**config.mk**
```make
export PLATFORM = sky130hd
export DESIGN_NAME = dbgp_serial_port
export DESIGN_NICKNAME = d
export VERILOG_FILES = /design/src/rtl/dbgp_pkg.sv /design/src/rtl/dbgp_clk_sel.sv /design/src/rtl/dbgp_shift.sv /design/src/rtl/dbgp_core_if.sv /design/src/rtl/dbgp_serial_port.sv
export SDC_FILE = /design/constraint.sdc
export NUM_CORES = 1
export LEC_CHECK = 0
export BUFFER_PORTS_ARGS = -buffer_cell sky130_fd_sc_hd__buf_2
export CAP_MARGIN = 20
export CORE_MARGIN = 2
export CORE_UTILIZATION = 50
export CTS_CLUSTER_SIZE = 12
export DETAILED_ROUTE_END_ITERATION = 10
export GPL_ROUTABILITY_DRIVEN = 0
export HOLD_SLACK_MARGIN = 0.1
export MAX_ROUTING_LAYER = met4
export PLACE_DENSITY = 0.67
export REMOVE_ABC_BUFFERS = 1
export SLEW_MARGIN = 20
export SYNTH_ARGS = -nofsm -noshare
export SYNTH_HDL_FRONTEND = slang
export SYNTH_SLANG_ARGS = --single-unit
```
**constraint.sdc**
```tcl
create_clock -name clk -period 3.4 [get_ports clk]
set_input_delay 0.34 -clock clk [delete_from_list [all_inputs] [get_ports clk]]
set_output_delay 0.34 -clock clk [all_outputs]
set_load 0.02 [all_outputs]
```
**src/rtl/dbgp_pkg.sv**
```systemverilog
package dbgp_pkg;
  localparam int KIND_W = 2;
  localparam int STAT_W = 3;

  typedef enum logic [KIND_W-1:0] {
    FK_INSTR = 2'b00,
    FK_DATA  = 2'b01,
    FK_TRAP  = 2'b10,
    FK_NOP   = 2'b11
  } frame_kind_e;
endpackage

```
**src/rtl/dbgp_clk_sel.sv**
```systemverilog
module dbgp_clk_sel #(
  parameter int SYNC_STAGES = 2
) (
  input  logic clk,
  input  logic rst,
  input  logic mode_ext,
  input  logic ser_clk,
  input  logic ser_din,
  output logic tick,
  output logic bit_o,
  output logic discard
);
  localparam int TOP = SYNC_STAGES - 1;

  logic [SYNC_STAGES-1:0] ck_s;
  logic [SYNC_STAGES-1:0] dt_s;
  logic                   ck_prev;
  logic                   mode_q;
  logic                   ext_tick;

  // synchronizer chains for clock and data pins, plus edge history
  always_ff @(posedge clk) begin
    if (rst) begin
      ck_s    <= '0;
      dt_s    <= '0;
      ck_prev <= 1'b0;
      mode_q  <= mode_ext;
    end else begin
      ck_s[0] <= ser_clk;
      dt_s[0] <= ser_din;
      for (int i = 1; i < SYNC_STAGES; i++) begin
        ck_s[i] <= ck_s[i-1];
        dt_s[i] <= dt_s[i-1];
      end
      ck_prev <= ck_s[TOP];
      mode_q  <= mode_ext;
    end
  end

  assign ext_tick = ck_s[TOP] & ~ck_prev;
  assign discard  = (mode_ext != mode_q);

  always_comb begin
    if (discard) begin
      tick  = 1'b0;
      bit_o = 1'b0;
    end else if (mode_q) begin
      tick  = ext_tick;
      bit_o = dt_s[TOP];
    end else begin
      tick  = ser_clk;
      bit_o = ser_din;
    end
  end
endmodule

```
**src/rtl/dbgp_shift.sv**
```systemverilog
module dbgp_shift #(
  parameter int FRAME_W = 35
) (
  input  logic               clk,
  input  logic               rst,
  input  logic               tick,
  input  logic               bit_i,
  input  logic               discard,
  input  logic [FRAME_W-1:0] load_word,
  output logic               ser_dout,
  output logic               load_o,
  output logic               rx_valid,
  output logic [FRAME_W-1:0] rx_word
);
  localparam int             CNT_W = $clog2(FRAME_W + 1);
  localparam [CNT_W-1:0]     LAST  = CNT_W'(FRAME_W - 1);

  logic [FRAME_W-1:0] sreg;
  logic [CNT_W-1:0]   cnt;
  logic               last;

  assign last     = (cnt == LAST);
  assign load_o   = tick & last & ~discard;
  assign ser_dout = sreg[FRAME_W-1];

  always_ff @(posedge clk) begin
    if (rst) begin
      sreg     <= '0;
      cnt      <= '0;
      rx_valid <= 1'b0;
      rx_word  <= '0;
    end else begin
      rx_valid <= 1'b0;
      if (discard) begin
        sreg <= '0;
        cnt  <= '0;
      end else if (tick) begin
        if (last) begin
          cnt      <= '0;
          rx_valid <= 1'b1;
          rx_word  <= {sreg[FRAME_W-2:0], bit_i};
          sreg     <= load_word;
        end else begin
          cnt  <= cnt + 1'b1;
          sreg <= {sreg[FRAME_W-2:0], bit_i};
        end
      end
    end
  end
endmodule

```
**src/rtl/dbgp_core_if.sv**
```systemverilog
module dbgp_core_if
  import dbgp_pkg::*;
#(
  parameter int DATA_W  = 32,
  parameter int FRAME_W = DATA_W + STAT_W
) (
  input  logic               clk,
  input  logic               rst,
  input  logic               rx_valid,
  input  logic [FRAME_W-1:0] rx_word,
  input  logic               load,
  input  logic               debug_mode,
  output logic               frz,
  output logic [1:0]         vfls,
  input  logic               ifetch_req,
  output logic               ifetch_ack,
  output logic [DATA_W-1:0]  ifetch_data,
  input  logic               drd_req,
  output logic               drd_ack,
  output logic [DATA_W-1:0]  drd_data,
  input  logic               dwr_req,
  input  logic [DATA_W-1:0]  dwr_data,
  output logic               dwr_ack,
  output logic [DATA_W-1:0]  trap_en,
  output logic [FRAME_W-1:0] load_word
);
  localparam int PAD_W = FRAME_W - DATA_W - 2;

  frame_kind_e       kind;
  logic [DATA_W-1:0] payload;
  logic [DATA_W-1:0] instr_buf, rd_buf, out_buf;
  logic              instr_pend, rd_pend, out_pend;

  assign kind    = frame_kind_e'(rx_word[FRAME_W-1 -: KIND_W]);
  assign payload = rx_word[DATA_W-1:0];

  assign load_word = {frz, out_pend, {PAD_W{1'b0}},
                      (out_pend ? out_buf : {DATA_W{1'b0}})};

  always_ff @(posedge clk) begin
    if (rst) begin
      frz         <= 1'b0;
      vfls        <= 2'b00;
      ifetch_ack  <= 1'b0;
      ifetch_data <= '0;
      drd_ack     <= 1'b0;
      drd_data    <= '0;
      dwr_ack     <= 1'b0;
      trap_en     <= '0;
      instr_buf   <= '0;
      rd_buf      <= '0;
      out_buf     <= '0;
      instr_pend  <= 1'b0;
      rd_pend     <= 1'b0;
      out_pend    <= 1'b0;
    end else begin
      frz        <= debug_mode;
      vfls       <= debug_mode ? 2'b11 : 2'b00;
      ifetch_ack <= 1'b0;
      drd_ack    <= 1'b0;
      dwr_ack    <= 1'b0;

      // instruction fetch, served only while halted
      if (ifetch_req && instr_pend && frz && !ifetch_ack) begin
        ifetch_ack  <= 1'b1;
        ifetch_data <= instr_buf;
        instr_pend  <= 1'b0;
      end

      // debug data read
      if (drd_req && rd_pend && !drd_ack) begin
        drd_ack  <= 1'b1;
        drd_data <= rd_buf;
        rd_pend  <= 1'b0;
      end

      // debug data write: held until the next frame boundary
      if (dwr_req && !out_pend && !dwr_ack) begin
        dwr_ack  <= 1'b1;
        out_buf  <= dwr_data;
        out_pend <= 1'b1;
      end else if (load && out_pend) begin
        out_pend <= 1'b0;
      end

      // completed frame dispatch; a new arrival wins over a same-cycle consume
      if (rx_valid) begin
        unique case (kind)
          FK_INSTR: begin
            instr_buf  <= payload;
            instr_pend <= 1'b1;
          end
          FK_DATA: begin
            rd_buf  <= payload;
            rd_pend <= 1'b1;
          end
          FK_TRAP: trap_en <= payload;
          FK_NOP:  ;
        endcase
      end
    end
  end
endmodule

```
**src/rtl/dbgp_serial_port.sv**
```systemverilog
module dbgp_serial_port #(
  parameter int DATA_W      = 32,
  parameter int SYNC_STAGES = 2
) (
  input  logic              clk,
  input  logic              rst,
  input  logic              clk_mode_ext,
  input  logic              ser_clk,
  input  logic              ser_din,
  output logic              ser_dout,
  input  logic              debug_mode,
  output logic              frz,
  output logic [1:0]        vfls,
  input  logic              ifetch_req,
  output logic              ifetch_ack,
  output logic [DATA_W-1:0] ifetch_data,
  input  logic              drd_req,
  output logic              drd_ack,
  output logic [DATA_W-1:0] drd_data,
  input  logic              dwr_req,
  input  logic [DATA_W-1:0] dwr_data,
  output logic              dwr_ack,
  output logic [DATA_W-1:0] trap_en
);
  localparam int FRAME_W = DATA_W + dbgp_pkg::STAT_W;

  logic               tick, bit_s, discard, load;
  logic               rx_valid;
  logic [FRAME_W-1:0] rx_word, load_word;

  dbgp_clk_sel #(.SYNC_STAGES(SYNC_STAGES)) u_clk_sel (
    .clk      (clk),
    .rst      (rst),
    .mode_ext (clk_mode_ext),
    .ser_clk  (ser_clk),
    .ser_din  (ser_din),
    .tick     (tick),
    .bit_o    (bit_s),
    .discard  (discard)
  );

  dbgp_shift #(.FRAME_W(FRAME_W)) u_shift (
    .clk       (clk),
    .rst       (rst),
    .tick      (tick),
    .bit_i     (bit_s),
    .discard   (discard),
    .load_word (load_word),
    .ser_dout  (ser_dout),
    .load_o    (load),
    .rx_valid  (rx_valid),
    .rx_word   (rx_word)
  );

  dbgp_core_if #(.DATA_W(DATA_W), .FRAME_W(FRAME_W)) u_core_if (
    .clk         (clk),
    .rst         (rst),
    .rx_valid    (rx_valid),
    .rx_word     (rx_word),
    .load        (load),
    .debug_mode  (debug_mode),
    .frz         (frz),
    .vfls        (vfls),
    .ifetch_req  (ifetch_req),
    .ifetch_ack  (ifetch_ack),
    .ifetch_data (ifetch_data),
    .drd_req     (drd_req),
    .drd_ack     (drd_ack),
    .drd_data    (drd_data),
    .dwr_req     (dwr_req),
    .dwr_data    (dwr_data),
    .dwr_ack     (dwr_ack),
    .trap_en     (trap_en),
    .load_word   (load_word)
  );
endmodule

```
==> summary.md, run 1 <==
| Metric | Value |
|---|---|
| Status | completed |
| Vias in the first global route | approximately 8,000 |
| CORE AREA | 19,600 um2 |
| Clock transition at path regs | around 0.060 ns |
| MaxCap Viol Count | 0 |
| Period utilization | 0.639 |
| Share of cells above drive strength 1 | 0.156 |
| Total die area | ~21,000 um2 |
| CTS Root Cell | clkbuf_16 |
| Number of fill cells | 1,841 |
| Final net count | roughly 1,400 |
| Pleak | 4.50 nW |
| Mux cell area share after synthesis | 0.00300 |
| Top Metal Used | met4 |
| # IOs | roughly 140 |
| Worst reg2reg startpoint | u_clk_sel.mode_q |
| Critical path origin | clk_mode_ext |
| FP Rows | about 50 |
| Initial Util | 0.512 |
| Largest net degree at the start of global routing | 130 |
| Fmax | 460 MHz |
| Initial antenna violation count | 0 |
| CP max FO | 18 |
| Commonest non-fill, non-tap cell in the layout | nand2_1 |
| Grt total ovfl | 0 |
| Non-Filler Instances | about 1,600 |
| First-pass GRT wire length | 40,700 um |
| Final Skew | 0.0164 ns |
| Hold Crit Class | input port to flop |
| Longest Clk Path Bufs | 3 |
| # placed instances | 1,558 |
| DR WL met2 | between 10,000 and 15,000 um |
| YS warnings | 0 |
| Worst Setup EP | u_shift.sreg[30] |
| Flops & latches, synth | roughly 280 |
| Final Hold Fails | 0 |
| Slew headroom | 0.462 |
| PortBufs | 143 |
| Pwr dens | ~540 nW/um2 |
| Fin. max-slew vios | 0 |
| Die Wd | 146 um |
| Main combinational cell family by area after synthesis | simple AND/OR/NAND/NOR gates |
| CP Class | input port to flop |
| Data arrival time of the worst path | 2.62 ns |
| RSZ-0062 raised after global routing | false |
| GRT Resource Usage Total | 0.235 |
| Crit end category | flop |
| # clock sinks | 281 |
| Routed WL | between 20,000 and 25,000 um |
| Dpl hpwl | approximately 15,000 um |
| Starting DRT DRC Count | 593 |
| Startpoint Class | input port |
| Routed WL per cell | between 10 and 15 um |
| Vias/cell | approximately 5.2 |
| Actual slew at the worst max-slew pin | 0.806 ns |
| Num CTS Buffers | 29 |
| Maximum level of the CTS H-tree | 1 |
| Register-to-Register Setup Slack | between 1 and 1.5 ns |
| Distinct cells, synth | between 40 and 50 |
| DRT Pass-1 Iters | 5 |
| Ant diodes | 0 |
| Mapped Area | between 10,000 and 15,000 um2 |
| Hold Buf Count CTS | 36 |
| Post-route ant nets | 0 |
| Setup tns final | 0 ns |
| Worst skew pair latency | between 0.5 and 0.6 ns |
| Final setup violation count | 0 |
| Area Growth Syn to Fin | 19.8% |
| DRC | 0 |
| Worst path required time | 3.84 ns |
| Reg-to-Reg End | u_shift.sreg[30] |
| Length in cells of the worst reg-to-reg path | 5 |
| Post-synthesis sequential area ratio | 0.561 |
| Met3 WL | approximately 1000 um |
| Worst Min Path Start | ifetch_req |
| Cells after Synth | between 1,000 and 1,500 |
| Post-CTS Setup Repair Bufs | 0 |
| Mean Syn Cell Area | a little over 8 um2 |
| Die H | between 100 and 150 um |
| Area of the multi-input gates | between 3000 and 4000 um2 |
| Vias after detailed routing | between 8,000 and 9,000 |
| Worst VDD drop | about 350 uV |
| Adder-cell share of the synthesized area | 0.00250 |
| Sequential cell area | 5630 um2 |
| XOR/XNOR Fraction of Synth Area | 0.00262 |
| Post-Synth Simple-Gate Area | 0.230 |
| Post-synthesis compound-gate area fraction | 0.156 |
| Min Tclk post-route | between 2 and 2.5 ns |
| Post_cts resized | 0 |
| CTS tree | yes |
| Most frequent cells in the layout | 456 x nand2_1, 281 x dfxtp_1, 235 x a21oi_1 |
| DRT met1 WL | about 12,000 um |
[kinds of logic after synthesis]
family,Yosys count
adder cells (fa/ha/maj),2
multiplexers,3
flip-flops,281
XOR/XNOR,3
AND/OR/NAND/NOR,566
AO/OA/AOI/OAI,277
buffers and inverters,100
[final cells by class]
type	count	area share
Inverter	1	0.000312
Clock inverter	3	0.00354
Sequential cell	281	0.468
Timing Repair Buffer	196	0.102
Multi-Input combinational cell	851	0.330
Clock buffer	44	0.0684
Tap cell	265	0.0276
[cells in the mapped netlist (all sizes together)]
library cell | n | area [um2]
and4 | 1 | 8.76
a221oi | 31 | 303
and3b | 2 | 17.5
nand4b | 2 | 17.5
or2 | 1 | 6.26
and4b | 2 | 20.0
ha | 2 | 25.0
nor2b | 6 | 37.5
xnor2 | 2 | 17.5
and3 | 1 | 6.26
nor3b | 3 | 27.5
nand3b | 2 | 15.0
o2111ai | 1 | 8.76
xor2 | 1 | 8.76
or3b | 4 | 35.0
nor3 | 33 | 175
nor4b | 1 | 23.8
dfxtp | 281 | 5630
nand2 | 457 | 1720
nor2 | 47 | 176
o211a | 1 | 10.0
nand3 | 3 | 15.0
nand2b | 1 | 6.26
mux2i | 3 | 30.0
buf | 21 | 141
o21ai | 2 | 10.0
o211ai | 1 | 12.5
a211oi | 4 | 30.0
a41oi | 1 | 8.76
inv | 1 | 3.75
a31oi | 1 | 6.26
a21oi | 235 | 1180
clkbuf | 78 | 303
[critical path, stage by stage]
cell and delay (ns):
dlygate4sd3_1 0.53, buf_2 0.16, and4b_1 0.27, nor2_2 0.66, buf_4 0.35, a221oi_1 0.08
nor3_1 0.22
[report_power, final]
group          switching [mW]  internal, mW
logic                   0.148        0.0991
registers              0.0350          3.34
clock network            1.20          1.72
total                    1.38          5.15
[worst min-delay path by stage]
stage                                      end  slack (ns)  depth (start not counted)
final                     u_core_if.instr_pend        0.21                          4
after global routing      u_core_if.instr_pend        0.26                          4
after CTS                 u_core_if.instr_pend        0.20                          4
after detailed placement     u_clk_sel.ck_s[1]        0.43                          1
after global placement       u_clk_sel.dt_s[1]        0.42                          1
after floorplan               u_clk_sel.mode_q        0.37                          0
[per-layer routing]
layer  up-vias  track usage
li1       4318            -
met1      3995        0.323
met2       193        0.376
met3        21       0.0298
met4         0       0.0456
met5         -            -
[flip-flops by register name (all words and copies together), names as in the netlist, 2 cells and up]
| register | count |
|---|---|
| u_clk_sel.ck_s | 2 |
| u_clk_sel.dt_s | 2 |
| u_core_if.drd_data | 32 |
| u_core_if.ifetch_data | 32 |
| u_core_if.instr_buf | 32 |
| u_core_if.out_buf | 32 |
| u_core_if.rd_buf | 32 |
| u_core_if.trap_en | 32 |
| u_shift.cnt | 6 |
| u_shift.rx_word | 34 |
| u_shift.sreg | 35 |
[per-stage QoR]
step	instance area (um2)	utilization	setup WS (ns)	hold WS, ns	total power [mW]
after floorplan	9580	-	0.865	0.368	3.54
after global placement	10800	0.551	1.31	0.420	3.66
after detailed placement	10800	0.551	1.30	0.430	3.66
after CTS	12000	0.613	1.28	0.200	6.59
after global routing	12000	0.613	1.08	0.256	6.78
final	12000	0.613	1.23	0.206	6.54
(Power assumes the default switching activity.)
==> run 2: changes to the inputs <==
PLACE_DENSITY = 0.7   (was 0.67)
clock period = 1.9 ns   (was 3.4 ns; I/O delays follow)
==> summary.md, run 2 (same netlist as run 1, synthesis figures left out) <==
| Metric | Value |
|---|---|
| RSZ-0062 raised after global routing | false |
| GRT Resource Usage Total | 0.226 |
| Reg with most FFs | u_shift.sreg |
| Fmax | around 580 MHz |
| Initial Util | 0.512 |
| Length in cells of the worst reg-to-reg path | 5 |
| Vias/cell | roughly 5.2 |
| Worst reg2reg startpoint | u_clk_sel.mode_q |
| Maximum level of the CTS H-tree | 1 |
| Data arrival time of the worst path | approximately 2.1 ns |
| Vias in the first global route | 7,672 |
| Die Wd | between 100 and 150 um |
| Final net count | 1,411 |
| DRC | 0 |
| Pwr dens | approximately 950 nW/um2 |
| PortBufs | 143 |
| Vias after detailed routing | 8,570 |
| Die H | about 150 um |
| FP Rows | just over 50 |
| # clock sinks | between 200 and 300 |
| DRT Pass-1 Iters | 5 |
| Total Power Consumption | ~11 mW |
| CTS Root Cell | clkbuf_16 |
| Num CTS Buffers | 28 |
| Worst Hold Margin | around 0.33 ns |
| Hold Crit Class | input port to flop |
| Total die area | 21,200 um2 |
| Slew headroom | 0.460 |
| Largest register FFs | 35 |
| Routed WL | between 20,000 and 25,000 um |
| Commonest non-fill, non-tap cell in the layout | nand2_1 |
| Final Hold Fails | 0 |
| WP depth | 5 |
| CORE AREA | 19,600 um2 |
| Longest Clk Path Bufs | 3 |
| Pleak | between 4 and 5 nW |
| Final setup violation count | 0 |
| Worst path required time | 2.30 ns |
| Crit-path slowest cell | dfxtp_1 |
| CP max FO | 33 |
| Worst VDD drop | 636 uV |
| WP buf/inv | 1 |
| Worst Min Path Start | drd_req |
| Worst hold endpoint | u_core_if.drd_data[25] |
| Number of fill cells | between 1,500 and 2,000 |
| Reg-to-Reg End | u_shift.sreg[20] |
| CP max stage delay | around 0.46 ns |
| CP Class | flop to flop |
| Crit end category | flop |
| Final Skew | 0.0109 ns |
| Worst skew pair latency | 0.53 ns |
| Period utilization | 0.903 |
| Grt total ovfl | 0 |
| Hold depth | 6 |
| Area of the multi-input gates | between 3000 and 4000 um2 |
| Area Growth Syn to Fin | 20.5% |
| Sequential cell area | about 5600 um2 |
| Clock transition at path regs | roughly 0.060 ns |
| Initial antenna violation count | 0 |
| Fin. max-slew vios | 0 |
| Top flop regs | u_shift.sreg x35, u_shift.rx_word x34 |
| Actual slew at the worst max-slew pin | just over 0.8 ns |
| Ant diodes | 0 |
| Most frequent cells in the layout | 456 x nand2_1, 281 x dfxtp_1, 235 x a21oi_1 |
| Worst-path cell chain | and4b_1 -> nor2_2 -> buf_4 -> a221oi_1 -> nor3_1 |
| Register-to-Register Setup Slack | around 0.18 ns |
| Dpl hpwl | roughly 15,000 um |
| Post-route ant nets | 0 |
| Share of cells above drive strength 1 | 0.160 |
| Routed WL per cell | 14.7 um |
| MaxCap Viol Count | 0 |
| Post_cts resized | 0 |
| Status | completed |
| Worst path top cell family by delay | simple AND/OR/NAND/NOR gates |
| CTS tree | yes |
| Min Tclk post-route | ~1.7 ns |
| # IOs | about 140 |
| Largest net degree at the start of global routing | between 100 and 150 |
| First-pass GRT wire length | roughly 40,000 um |
| Starting DRT DRC Count | 634 |
| Startpoint Class | flop |
run 2: how the worst max path moves through the flow:
stage | slack [ns] | startpoint | endpoint
after floorplan | -0.64 | u_core_if.dwr_ack | u_core_if.out_buf[0]
after global placement | 0.19 | u_shift.cnt[2] | u_shift.sreg[4]
final | 0.18 | u_clk_sel.mode_q | u_shift.sreg[20]
after CTS | 0.16 | u_shift.cnt[2] | u_shift.sreg[20]
after global routing | 0.02 | u_clk_sel.mode_q | u_shift.sreg[10]
after detailed placement | 0.16 | u_shift.cnt[2] | u_shift.sreg[20]
run 2: layout make-up:
class | count | share of cell area
Clock buffer | 36 | 0.0647
Sequential cell | 281 | 0.465
Inverter | 1 | 0.000311
Timing Repair Buffer | 205 | 0.113
Tap cell | 265 | 0.0274
Clock inverter | 3 | 0.00124
Multi-Input combinational cell | 851 | 0.328
run 2: routing by layer:
metal / global-route usage / part of all wire / routed length [um] / vias to the layer above
li1: - / - / - / 4332
met1: 0.323 / 0.48 / 11600 / 3986
met2: 0.343 / 0.45 / 10900 / 216
met3: 0.0304 / 0.055 / 1320 / 36
met4: 0.0505 / 0.018 / 423 / 0
met5: - / 0 / 0 / -
run 2: report_power, final:
group	switching, mW	internal [mW]
clock network	2.10	2.83
logic	0.266	0.188
registers	0.0633	5.97
total	2.43	8.99
run 2: repair_timing:
action,CTS,global route
endpoints found under the hold margin,70,0
setup endpoints to repair,0,2
hold buffers,39,0
setup buffers,0,1
run 2: tightest hold or removal path, stage by stage:
cell and delay (ns):
buf_2 0.09, nand2_1 0.08, nor2_2 0.03, buf_4 0.24
nand2_1 0.11, a21oi_1 0.05
run 2: through the flow:
step	instances	util	cell area (um2)	setup slack, ns	TNS (ns)
6_report	1642	0.617	12100	0.183	0
5_1_grt	1642	0.617	12100	0.0191	0
4_1_cts	1641	0.617	12100	0.161	0
3_5_place_dp	1563	0.556	10900	0.155	0
3_3_place_gp	1563	0.556	10900	0.195	0
2_1_floorplan	1133	-	9580	-0.635	-55.28
